File: src/rtl/wdt_pkg.sv
package wdt_pkg;

   // key command state
   typedef enum logic [1:0] {
      KS_IDLE   = 2'd0,
      KS_STOP1  = 2'd1,
      KS_START1 = 2'd2
   } key_st_e;

   localparam int KEY_W = 16;
   localparam logic [KEY_W-1:0] KEY_STOP_A  = 16'hAAAA;
   localparam logic [KEY_W-1:0] KEY_STOP_B  = 16'h5555;
   localparam logic [KEY_W-1:0] KEY_START_A = 16'hBBBB;
   localparam logic [KEY_W-1:0] KEY_START_B = 16'h4444;

   // synchronised register slots; word address = slot + 1
   localparam int SL_PRESC = 0;
   localparam int SL_COUNT = 1;
   localparam int SL_LOAD  = 2;
   localparam int SL_KICK  = 3;
   localparam int SL_KEYS  = 4;
   localparam int SL_DELAY = 5;
   localparam int NSYNC    = 6;

   localparam int A_CTRL  = 0;
   localparam int A_PEND  = 7;
   localparam int A_STAT  = 8;
   localparam int A_ENSET = 9;
   localparam int A_ENCLR = 10;

   localparam int EV_OVF = 0;
   localparam int EV_DLY = 1;
   localparam int NEV    = 2;

endpackage

File: src/rtl/wdt_sync_slot.sv
module wdt_sync_slot #(
   parameter int W        = 32,
   parameter int PEND_CYC = 4
) (
   input  logic         clk_i,
   input  logic         clr_i,
   input  logic         wr_i,
   input  logic [W-1:0] wdata_i,
   output logic         pend_o,
   output logic         commit_o,
   output logic [W-1:0] data_o
);
   localparam int CW = (PEND_CYC < 2) ? 1 : $clog2(PEND_CYC);

   logic          pend_q;
   logic [CW-1:0] cnt_q;
   logic [W-1:0]  data_q;

   always_ff @(posedge clk_i) begin
      if (clr_i) begin
         pend_q <= 1'b0;
         cnt_q  <= '0;
         data_q <= '0;
      end else if (!pend_q) begin
         if (wr_i) begin
            pend_q <= 1'b1;
            cnt_q  <= CW'(PEND_CYC - 1);
            data_q <= wdata_i;
         end
      end else if (cnt_q == '0) begin
         pend_q <= 1'b0;
      end else begin
         cnt_q <= cnt_q - 1'b1;
      end
   end

   assign pend_o   = pend_q;
   assign commit_o = pend_q && (cnt_q == '0);
   assign data_o   = data_q;

   // a write arriving while busy is dropped
   p_busy_drop_r5 : assert property (@(posedge clk_i) disable iff (clr_i)
      (pend_q && wr_i) |=> $stable(data_q));

   // the flag clears in the cycle after the commit
   p_commit_clears_r5 : assert property (@(posedge clk_i) disable iff (clr_i)
      commit_o |=> !pend_q);

endmodule

File: src/rtl/wdt_key_fsm.sv
module wdt_key_fsm
   import wdt_pkg::*;
(
   input  logic             clk_i,
   input  logic             clr_i,
   input  logic             commit_i,
   input  logic [KEY_W-1:0] key_i,
   output logic             running_o
);
   key_st_e st_q;
   logic    run_q;

   always_ff @(posedge clk_i) begin
      if (clr_i) begin
         st_q  <= KS_IDLE;
         run_q <= 1'b1;
      end else if (commit_i) begin
         if (st_q == KS_STOP1 && key_i == KEY_STOP_B) begin
            run_q <= 1'b0;
            st_q  <= KS_IDLE;
         end else if (st_q == KS_START1 && key_i == KEY_START_B) begin
            run_q <= 1'b1;
            st_q  <= KS_IDLE;
         end else if (key_i == KEY_STOP_A) begin
            st_q <= KS_STOP1;
         end else if (key_i == KEY_START_A) begin
            st_q <= KS_START1;
         end else begin
            st_q <= KS_IDLE;
         end
      end
   end

   assign running_o = run_q;

   p_stop_key_r2 : assert property (@(posedge clk_i) disable iff (clr_i)
      $fell(run_q) |-> $past(commit_i && key_i == KEY_STOP_B));

   p_start_key_r3 : assert property (@(posedge clk_i) disable iff (clr_i)
      $rose(run_q) |-> $past(commit_i && key_i == KEY_START_B));

   p_no_idle_change_r4 : assert property (@(posedge clk_i) disable iff (clr_i)
      !commit_i |=> $stable(run_q));

endmodule

File: src/rtl/wdt_counter.sv
module wdt_counter #(
   parameter int CNT_W     = 32,
   parameter int PTV_W     = 3,
   parameter bit HAS_PRESC = 1'b1
) (
   input  logic             clk_i,
   input  logic             clr_i,
   input  logic             run_i,
   input  logic             presc_en_i,
   input  logic [PTV_W-1:0] ptv_i,
   input  logic [CNT_W-1:0] load_i,
   input  logic [CNT_W-1:0] delay_i,
   input  logic             cnt_wr_i,
   input  logic [CNT_W-1:0] cnt_wdata_i,
   input  logic             reload_i,
   output logic [CNT_W-1:0] cnt_o,
   output logic             ovf_o,
   output logic             dly_o
);
   localparam int DIV_W = (1 << PTV_W) - 1;

   logic [CNT_W-1:0] cnt_q;
   logic [CNT_W-1:0] cnt_inc;
   logic             ovf_q;
   logic             dly_q;
   logic             tick;

   generate
      if (HAS_PRESC) begin : g_presc
         logic [DIV_W-1:0] div_q;
         logic [DIV_W-1:0] mask;
         always_comb mask = ~({DIV_W{1'b1}} << ptv_i);
         always_ff @(posedge clk_i) begin
            if (clr_i || reload_i || cnt_wr_i || !run_i) div_q <= '0;
            else                                         div_q <= div_q + 1'b1;
         end
         assign tick = !presc_en_i || ((div_q & mask) == mask);
      end else begin : g_nopresc
         logic unused_presc;
         assign unused_presc = presc_en_i ^ (^ptv_i);
         assign tick = 1'b1;
      end
   endgenerate

   assign cnt_inc = cnt_q + 1'b1;

   always_ff @(posedge clk_i) begin
      if (clr_i) begin
         cnt_q <= '0;
         ovf_q <= 1'b0;
         dly_q <= 1'b0;
      end else begin
         ovf_q <= 1'b0;
         dly_q <= 1'b0;
         if (cnt_wr_i) begin
            cnt_q <= cnt_wdata_i;
         end else if (reload_i) begin
            cnt_q <= load_i;
         end else if (run_i && tick) begin
            if (&cnt_q) begin
               cnt_q <= load_i;
               ovf_q <= 1'b1;
            end else begin
               cnt_q <= cnt_inc;
               dly_q <= (cnt_inc == delay_i);
            end
         end
      end
   end

   assign cnt_o = cnt_q;
   assign ovf_o = ovf_q;
   assign dly_o = dly_q;

   p_ovf_reload_r8 : assert property (@(posedge clk_i) disable iff (clr_i)
      ovf_q |-> (cnt_q == $past(load_i)));

   p_ovf_from_top_r8 : assert property (@(posedge clk_i) disable iff (clr_i)
      ovf_q |-> $past(&cnt_q));

   p_stopped_hold_r12 : assert property (@(posedge clk_i) disable iff (clr_i)
      (!run_i && !cnt_wr_i && !reload_i) |=> $stable(cnt_q));

endmodule

File: src/rtl/wdt_keyed_timer.sv
module wdt_keyed_timer
   import wdt_pkg::*;
#(
   parameter int DATA_W    = 32,
   parameter int ADDR_W    = 4,
   parameter int PTV_W     = 3,
   parameter int PEND_CYC  = 4,
   parameter int SRST_CYC  = 4,
   parameter bit HAS_PRESC = 1'b1
) (
   input  logic              clk_i,
   input  logic              rst_ni,
   input  logic [ADDR_W-1:0] addr_i,
   input  logic [DATA_W-1:0] wdata_i,
   input  logic              we_i,
   output logic [DATA_W-1:0] rdata_o,
   output logic              irq_o,
   output logic              rst_req_o
);
   localparam int SRW = $clog2(SRST_CYC + 1);

   generate
      if (DATA_W < KEY_W) begin : g_bad_width
         initial $error("DATA_W must hold a key word");
      end
      if (PTV_W < 1 || PTV_W > 4) begin : g_bad_ptv
         initial $error("PTV_W out of range");
      end
      if (PEND_CYC < 1 || SRST_CYC < 1) begin : g_bad_lat
         initial $error("latencies must be at least one cycle");
      end
      if (ADDR_W < 4) begin : g_bad_addr
         initial $error("ADDR_W too small for the map");
      end
   endgenerate

   // soft reset sequencer
   logic [SRW-1:0] srst_q;
   logic           srst_act;
   logic           clr;

   assign srst_act = (srst_q != '0);
   assign clr      = !rst_ni || srst_act;

   always_ff @(posedge clk_i) begin
      if (!rst_ni) begin
         srst_q <= '0;
      end else if (srst_act) begin
         srst_q <= srst_q - 1'b1;
      end else if (we_i && addr_i == ADDR_W'(A_CTRL) && wdata_i[0]) begin
         srst_q <= SRW'(SRST_CYC);
      end
   end

   // synchronised register slots
   logic [NSYNC-1:0]  sl_wr;
   logic [NSYNC-1:0]  sl_pend;
   logic [NSYNC-1:0]  sl_commit;
   logic [DATA_W-1:0] sl_data [NSYNC];

   generate
      for (genvar i = 0; i < NSYNC; i++) begin : g_slot
         assign sl_wr[i] = we_i && (addr_i == ADDR_W'(i + 1));
         wdt_sync_slot #(.W(DATA_W), .PEND_CYC(PEND_CYC)) u_slot (
            .clk_i    (clk_i),
            .clr_i    (clr),
            .wr_i     (sl_wr[i]),
            .wdata_i  (wdata_i),
            .pend_o   (sl_pend[i]),
            .commit_o (sl_commit[i]),
            .data_o   (sl_data[i])
         );
      end
   endgenerate

   // applied registers
   logic              presc_en_q;
   logic [PTV_W-1:0]  ptv_q;
   logic [DATA_W-1:0] load_q;
   logic [DATA_W-1:0] kick_q;
   logic [DATA_W-1:0] delay_q;
   logic              reload;

   assign reload = sl_commit[SL_KICK] && (sl_data[SL_KICK] != kick_q);

   always_ff @(posedge clk_i) begin
      if (clr) begin
         presc_en_q <= 1'b1;
         ptv_q      <= '0;
         load_q     <= '0;
         kick_q     <= '0;
         delay_q    <= '0;
      end else begin
         if (sl_commit[SL_PRESC]) begin
            presc_en_q <= sl_data[SL_PRESC][0];
            ptv_q      <= sl_data[SL_PRESC][PTV_W:1];
         end
         if (sl_commit[SL_LOAD])  load_q  <= sl_data[SL_LOAD];
         if (sl_commit[SL_KICK])  kick_q  <= sl_data[SL_KICK];
         if (sl_commit[SL_DELAY]) delay_q <= sl_data[SL_DELAY];
      end
   end

   // run control
   logic running;

   wdt_key_fsm u_keys (
      .clk_i     (clk_i),
      .clr_i     (clr),
      .commit_i  (sl_commit[SL_KEYS]),
      .key_i     (sl_data[SL_KEYS][KEY_W-1:0]),
      .running_o (running)
   );

   // counter
   logic [DATA_W-1:0] cnt;
   logic              ovf;
   logic              dly;

   wdt_counter #(.CNT_W(DATA_W), .PTV_W(PTV_W), .HAS_PRESC(HAS_PRESC)) u_cnt (
      .clk_i       (clk_i),
      .clr_i       (clr),
      .run_i       (running),
      .presc_en_i  (presc_en_q),
      .ptv_i       (ptv_q),
      .load_i      (load_q),
      .delay_i     (delay_q),
      .cnt_wr_i    (sl_commit[SL_COUNT]),
      .cnt_wdata_i (sl_data[SL_COUNT]),
      .reload_i    (reload),
      .cnt_o       (cnt),
      .ovf_o       (ovf),
      .dly_o       (dly)
   );

   // events
   logic [NEV-1:0] ev_set;
   logic [NEV-1:0] stat_q;
   logic [NEV-1:0] en_q;
   logic           stat_wr;

   assign ev_set  = {dly, ovf};
   assign stat_wr = we_i && addr_i == ADDR_W'(A_STAT);

   always_ff @(posedge clk_i) begin
      if (clr) begin
         stat_q <= '0;
         en_q   <= '0;
      end else begin
         stat_q <= (stat_q & ~(stat_wr ? wdata_i[NEV-1:0] : '0)) | ev_set;
         if (we_i && addr_i == ADDR_W'(A_ENSET)) en_q <= en_q | wdata_i[NEV-1:0];
         else if (we_i && addr_i == ADDR_W'(A_ENCLR)) en_q <= en_q & ~wdata_i[NEV-1:0];
      end
   end

   assign irq_o     = |(stat_q & en_q);
   assign rst_req_o = ovf;

   // read mux
   always_comb begin
      rdata_o = '0;
      case (addr_i)
         ADDR_W'(A_CTRL):           rdata_o[1:0] = {running, srst_act};
         ADDR_W'(SL_PRESC + 1):     rdata_o[PTV_W:0] = {ptv_q, presc_en_q};
         ADDR_W'(SL_COUNT + 1):     rdata_o = cnt;
         ADDR_W'(SL_LOAD + 1):      rdata_o = load_q;
         ADDR_W'(SL_KICK + 1):      rdata_o = kick_q;
         ADDR_W'(SL_KEYS + 1):      rdata_o[KEY_W-1:0] = sl_data[SL_KEYS][KEY_W-1:0];
         ADDR_W'(SL_DELAY + 1):     rdata_o = delay_q;
         ADDR_W'(A_PEND):           rdata_o[NSYNC-1:0] = sl_pend;
         ADDR_W'(A_STAT):           rdata_o[NEV-1:0] = stat_q;
         ADDR_W'(A_ENSET),
         ADDR_W'(A_ENCLR):          rdata_o[NEV-1:0] = en_q;
         default:                   rdata_o = '0;
      endcase
   end

   p_rst_req_status_r8 : assert property (@(posedge clk_i) disable iff (clr)
      rst_req_o |=> stat_q[EV_OVF]);

   p_w1c_ovf_r10 : assert property (@(posedge clk_i) disable iff (clr)
      (stat_wr && wdata_i[EV_OVF] && !ovf) |=> !stat_q[EV_OVF]);

   p_srst_restores_r11 : assert property (@(posedge clk_i) disable iff (!rst_ni)
      srst_act |=> (load_q == '0 && en_q == '0 && running));

endmodule

File: config.mk
export PLATFORM = sky130hd
export DESIGN_NAME = wdt_keyed_timer
export DESIGN_NICKNAME = d
export VERILOG_FILES = /design/src/rtl/wdt_pkg.sv /design/src/rtl/wdt_sync_slot.sv /design/src/rtl/wdt_key_fsm.sv /design/src/rtl/wdt_counter.sv /design/src/rtl/wdt_keyed_timer.sv
export SDC_FILE = /design/constraint.sdc
export NUM_CORES = 1
export LEC_CHECK = 0
export CAP_MARGIN = 0
export CORE_UTILIZATION = 25
export CTS_CLUSTER_SIZE = 10
export DETAILED_ROUTE_END_ITERATION = 10
export GPL_TIMING_DRIVEN = 0
export PLACE_DENSITY = 0.51
export SYNTH_ARGS = -nofsm -noshare
export SYNTH_HDL_FRONTEND = slang
export SYNTH_SLANG_ARGS = --single-unit
File: constraint.sdc
create_clock -name clk_i -period 2.7 [get_ports clk_i]
set_input_delay 0.405 -clock clk_i [delete_from_list [all_inputs] [get_ports clk_i]]
set_output_delay 0.405 -clock clk_i [all_outputs]
set_load 0.05 [all_outputs]
Word-level counts from Yosys, hierarchy flattened:

Index checks and enable logic that the tools add are counted.

* register bits after elaboration: 317
* input bits: 39
* word-level logic and storage cells: 205

* $add $sub $neg: 9
* equality and inequality tests: 25
* shifts and indexed selects: 1
* multiplexer cells: 57
* bitwise logic cells: 16
* reductions and logical operators: 65

Operator list (count)
* two-way mux 32 bit: 4
* case mux 16 bit (4 select lines): 1
* two-way mux 2 bit: 25
* case mux 10 bit (5 select lines): 1
* adder 32 x 1 -> 32 bit, second input constant: 1
* equality test 16 x 15 -> 1 bit, second input constant: 2
* equality test 16 bit, second input constant: 2
* equality test 32 bit: 1
* != test 32 bit: 1
* AND reduction 32 bit: 1
* AND reduction 2 bit: 13
* logical AND 1 bit: 21
* two-way mux 1 bit: 21
* case mux 2 bit (10 select lines): 1
* nonzero test 2 bit: 9
* equality test 4 x 3 -> 1 bit, second input constant: 4
* case mux 2 bit (7 select lines): 1
* equality test 4 bit, second input constant: 3
* logical NOT 2 bit: 6
* != test 2 bit, second input constant: 6
* case mux 2 bit (6 select lines): 1
* subtractor 2 x 1 -> 2 bit, second input constant: 6
* equality test 4 x 2 -> 1 bit, second input constant: 2
* adder 7 x 1 -> 7 bit, second input constant: 1
* other kinds (20): 39

Logic depth before layout (Yosys ltp):

* depth in word-level cells: 9
* mapped depth: 11

By module:

Synthesis repeated with hierarchy kept, for this count alone.

* cells, all modules: 2019
* area total of the unflattened synthesis: 17043.8 um2

Modules (own cells, without submodules)
* wdt_sync_slot: times used 6, cells an instance 155, area an instance 1281.2 um2
* wdt_keyed_timer: times used 1, cells an instance 570, area an instance 5222.5 um2
* wdt_counter: times used 1, cells an instance 493, area an instance 3891.2 um2
* wdt_key_fsm: times used 1, cells an instance 26, area an instance 242.7 um2

Worst setup path before layout:

No wires, ideal clock.

* kind: input to output
* start: input port addr_i[0]
* end: output port rdata_o[0]
* arrival time: 2.199 ns
* data required time: 2.295 ns
* slack: 0.096 ns
* cell stages on the path: 6
* cells stage by stage: clkbuf_1 mux2_2 a22oi_1 nand2_1 o21ai_0 o21ai_0

* cells in the longest elaborated chain, start to end: 3
* elaborated cells between the ends (all ways): 13
* classes of those cells: eq/ne: 10; mux: 1; reduce/logical: 2

Ends and longest elaborated chain
* from (decl): RTL line wdt_keyed_timer.sv:13 `input logic [ADDR_W-1:0] addr_i,`
* equality test 4 bit: RTL line wdt_keyed_timer.sv:162 `case (addr_i)`
* OR reduction 2 bit: RTL line wdt_keyed_timer.sv:162
* case mux 2 bit (10 select lines) *: RTL line wdt_keyed_timer.sv:162
* to (decl): RTL line wdt_keyed_timer.sv:16 `output logic [DATA_W-1:0] rdata_o,`

Every way passes the cells marked *; elsewhere a longest branch is shown, timed or not.

Final worst setup path:

* start: register u_cnt.cnt_q[1], in the netlist u_cnt.cnt_o[1]
* end: register u_cnt.dly_q, in the netlist u_cnt.dly_o

* cells in the longest elaborated chain, start to end: 2
* elaborated cells between the ends (all ways): 4
* classes of those cells: add/sub: 1; eq/ne: 1; reduce/logical: 2

Ends and longest elaborated chain
* from (decl): RTL line wdt_counter.sv:22 `logic [CNT_W-1:0] cnt_q;`
* from (signal assigned): RTL line wdt_counter.sv:56 `cnt_q <= cnt_wdata_i;`
* from (signal assigned): RTL line wdt_counter.sv:58 `cnt_q <= load_i;`
* from (signal assigned): RTL line wdt_counter.sv:61 `cnt_q <= load_i;`
* adder 32 x 1 -> 32 bit / AND reduction 32 bit (equally long branches): RTL line wdt_counter.sv:45, wdt_counter.sv:60
* equality test 32 bit / OR reduction 5 bit (equally long branches)
* to (signal assigned): RTL line wdt_counter.sv:65 `dly_q <= (cnt_inc == delay_i);`
* to (decl): RTL line wdt_counter.sv:25 `logic dly_q;`

Parallel ways exist; a longest one is shown, timed or not.
A chain may end at the register's enable or synchronous reset.

==> impl_metrics.toml <==
[outcome]
status = "finished with violations"
failed_checks = "setup timing"

[setup_path]
critPathRequiredTime_ns = 3.12
critPathLaunchType = "flop"
crit_type = "reg2reg"
r2r_slack_ns = -0.11
crit_fanout = 4
rr_endpoint = "u_cnt.dly_o"
end_kind = "flop"
reg2reg_depth = 9
worstPathArrival_ns = 3.23
cp-startpoint = "u_cnt.cnt_o[1]"
crit_end = "u_cnt.dly_o"
rr_startpoint = "u_cnt.cnt_o[1]"

[place]
gp_congestion = 0.962
numPortBuffers = 70
hpwl_um = 46200
dp_cells = 2773
dpl_worst_slack_ns = -1.91
placed_area_um2 = 16500

[logic_synthesis]
synth-async-reset-ratio = 0
postSynthCellCount = 1938
synth_cell_type_count = 69
syn-cell-area_um2 = 14800
synth-edff-count = 0
synth_nets = 1986
synth-warning-count = 0
syn_area_per_cell_um2 = 7.65
synth-main-ff-cell = "dfxtp_1"
synth_seq_cells = 317
synth-seq-area-share = 0.428

[sta]
skew_ns = 0.0174
fin_crit_ns = 2.81
period_share = 1.04
slew_violations = 0
fmax_mhz = 356
whs_ns = 0.374
fin_ws_ns = -0.113
tns_ns = -0.113
slew_headroom = 0.255
hold_viol_final = 0
finalSetupViolations = 1
rsz0062_at_grt = "yes"
tightest_slew_ns = 1.11

[detailed_routing]
drcViolationCount = 0
initialDrtViolationCount = 1524
viasPerCell = 5.23
postRouteAntennaNets = 0
wire_per_inst_um = 22.1
totalWireLength_um = 63400
vias = 15027
dr.pass1.iters = 5

[final_layout]
antenna_cells = 0
final_cells = 2872
nFillCells = 6277
area_delta_synth_final_pct = 24.9
num-nets-final = 2141
seq_area_um2 = 6380
final_area_um2 = 18500
multiInputGateArea_um2 = 8140
drive_gt1_frac = 0.124
fin_util = 0.319

[floorplan]
die_y_um = 246
die_x_um = 246
io_pins = 73
initial_core_util = 0.255
coreArea_um2 = 58100
std_cell_rows = 88
dieArea_um2 = 60300

[clock_tree]
clockRootBuffer = "clkbuf_16"
cts_buffers = 39
path_clk_slew_ns = 0.06
clkLatencyLatePin_ns = 0.57
cts_max_level = 2
postCtsHoldBufs = 0
cts.sinks = 317
cts_tree = "done"
cts.path.max_buffers = 3

[pwr]
finalPower_mw = 11.7
power_density_nw_per_um2 = 630
irDropWorstVdd_mv = 0.374
leakagePower_nw = 6.41

[global_route]
overflow = 0
antenna_found_initial = 0
grt_pass1_vias = 14373
grt_pass1_wl_um = 92700
grt_max_degree = 11
grtUsageTotal = 0.207

[flow_run]
drv_cap = 0

[hold_path]
min_path_type = "in2reg"
Yosys cell counts (all sizes together), types with 4 or more instances:
| master | n | area, um2 |
|---|---|---|
| dfxtp | 317 | 6350 |
| a31oi | 27 | 169 |
| nor3 | 30 | 165 |
| o221a | 5 | 56.3 |
| o21ai | 43 | 215 |
| and2 | 8 | 50.1 |
| inv | 25 | 93.8 |
| nor2b | 16 | 100 |
| mux2i | 18 | 180 |
| o211ai | 23 | 173 |
| buf | 23 | 118 |
| a211oi | 18 | 135 |
| a22oi | 61 | 458 |
| clkbuf | 129 | 487 |
| and3b | 5 | 43.8 |
| or3 | 4 | 25.0 |
| a21oi | 266 | 1330 |
| xor2 | 54 | 473 |
| o2bb2a | 5 | 50.1 |
| nand4 | 23 | 180 |
| nand3 | 55 | 280 |
| nand3b | 8 | 60.1 |
| and3 | 10 | 62.6 |
| nand2 | 581 | 2180 |
| nand4b | 4 | 35.0 |
| and4 | 4 | 35.0 |
| nand2b | 6 | 37.5 |
| nor4 | 18 | 149 |
| nor2 | 54 | 208 |
| ha | 9 | 113 |
| xnor2 | 44 | 385 |
sequential cells by signal (all words and copies together) (netlist names), named ones only:
name,cells
g_slot.u_slot.data_o,148
delay_q,32
kick_q,32
load_q,32
u_cnt.cnt_o,32
g_slot.u_slot.cnt_q,12
u_cnt.g_presc.div_q,7
g_slot.u_slot.pend_o,6
ptv_q,3
srst_q,3
stat_q,2
u_keys.st_q,2
presc_en_q,1
u_cnt.dly_o,1
u_cnt.ovf_o,1
u_keys.running_o,1
how the worst min path moves through the flow:
stage                     cells after the start                          to                        from  slack [ns]
final                                         3  g_slot[4].u_slot.data_o[1]                  wdata_i[1]        0.37
after global routing                          3  g_slot[2].u_slot.data_o[0]                  wdata_i[0]        0.40
after CTS                                     3  g_slot[4].u_slot.data_o[0]                  wdata_i[0]        0.35
after detailed placement                      2                  delay_q[2]  g_slot[5].u_slot.data_o[2]        0.44
after global placement                        2                  delay_q[0]  g_slot[5].u_slot.data_o[0]        0.44
after floorplan                               2                   stat_q[1]                 u_cnt.dly_o        0.41
cells in the final DEF, fill, tap and decap left out, drive strengths merged, types with 23 or more instances in the layout:
master | synthesis | layout
nor3 | 30 | 30
inv | 25 | 27
xnor2 | 44 | 44
nand3 | 55 | 55
nand4 | 23 | 23
a31oi | 27 | 27
clkdlybuf4s50 | 0 | 34
nand2 | 581 | 581
o211ai | 23 | 23
dfxtp | 317 | 317
o21ai | 43 | 43
clkbuf | 129 | 167
a21oi | 266 | 266
xor2 | 54 | 54
nor2 | 54 | 54
buf | 23 | 111
a22oi | 61 | 61
power by group:
group	leakage, nW	internal (mW)	switching, mW	total [mW]
combinational	3.29	0.443	1.51	1.95
sequential	2.56	4.77	0.0817	4.85
clock	0.555	2.84	2.03	4.87
total	6.41	8.05	3.62	11.7
worst max-delay path, stage by stage, from the launching register on:
cell and delay (ns):
dfxtp_4 0.38, buf_4 0.16, nand4_1 0.11, buf_4 0.17
nor3_2 0.27, xnor2_1 0.15, or4_4 0.54, a2111oi_4 0.22
nand4_1 0.21, nor4_4 0.45
timing repair:
action,4_1_cts,5_1_grt
gates resized for setup,335,42
buffers inserted,37,18
pin swaps,22,11
endpoints found under the setup margin,172,93
cloned,1,0
final cells by class:
type,count,share of cell area
Multi-Input combinational cell,1444,0.440
Sequential cell,317,0.345
Timing Repair Buffer,126,0.0586
Clock buffer,50,0.0576
Tap cell,765,0.0517
Buffer,140,0.0394
Inverter,25,0.00527
Clock inverter,5,0.00331
cells by family (layout without fill, tap and decap cells):
group,Yosys count,in the layout,synth area share
AND/OR/NAND/NOR,837,837,0.250
AO/OA/AOI/OAI,476,476,0.191
flip-flops,317,317,0.428
buffers and inverters,177,346,0.0471
XOR/XNOR,100,100,0.0609
multiplexers,22,22,0.0159
adder cells (fa/ha/maj),9,9,0.00759
routing by layer:
metal	wire, um	up-vias	track usage
met5	0	-	0
met4	2780	0	0.0932
met3	5060	153	0.0324
met2	29100	684	0.335
met1	26500	7245	0.269
li1	-	6945	-
Note: power is estimated with default switching activity, not from simulation.
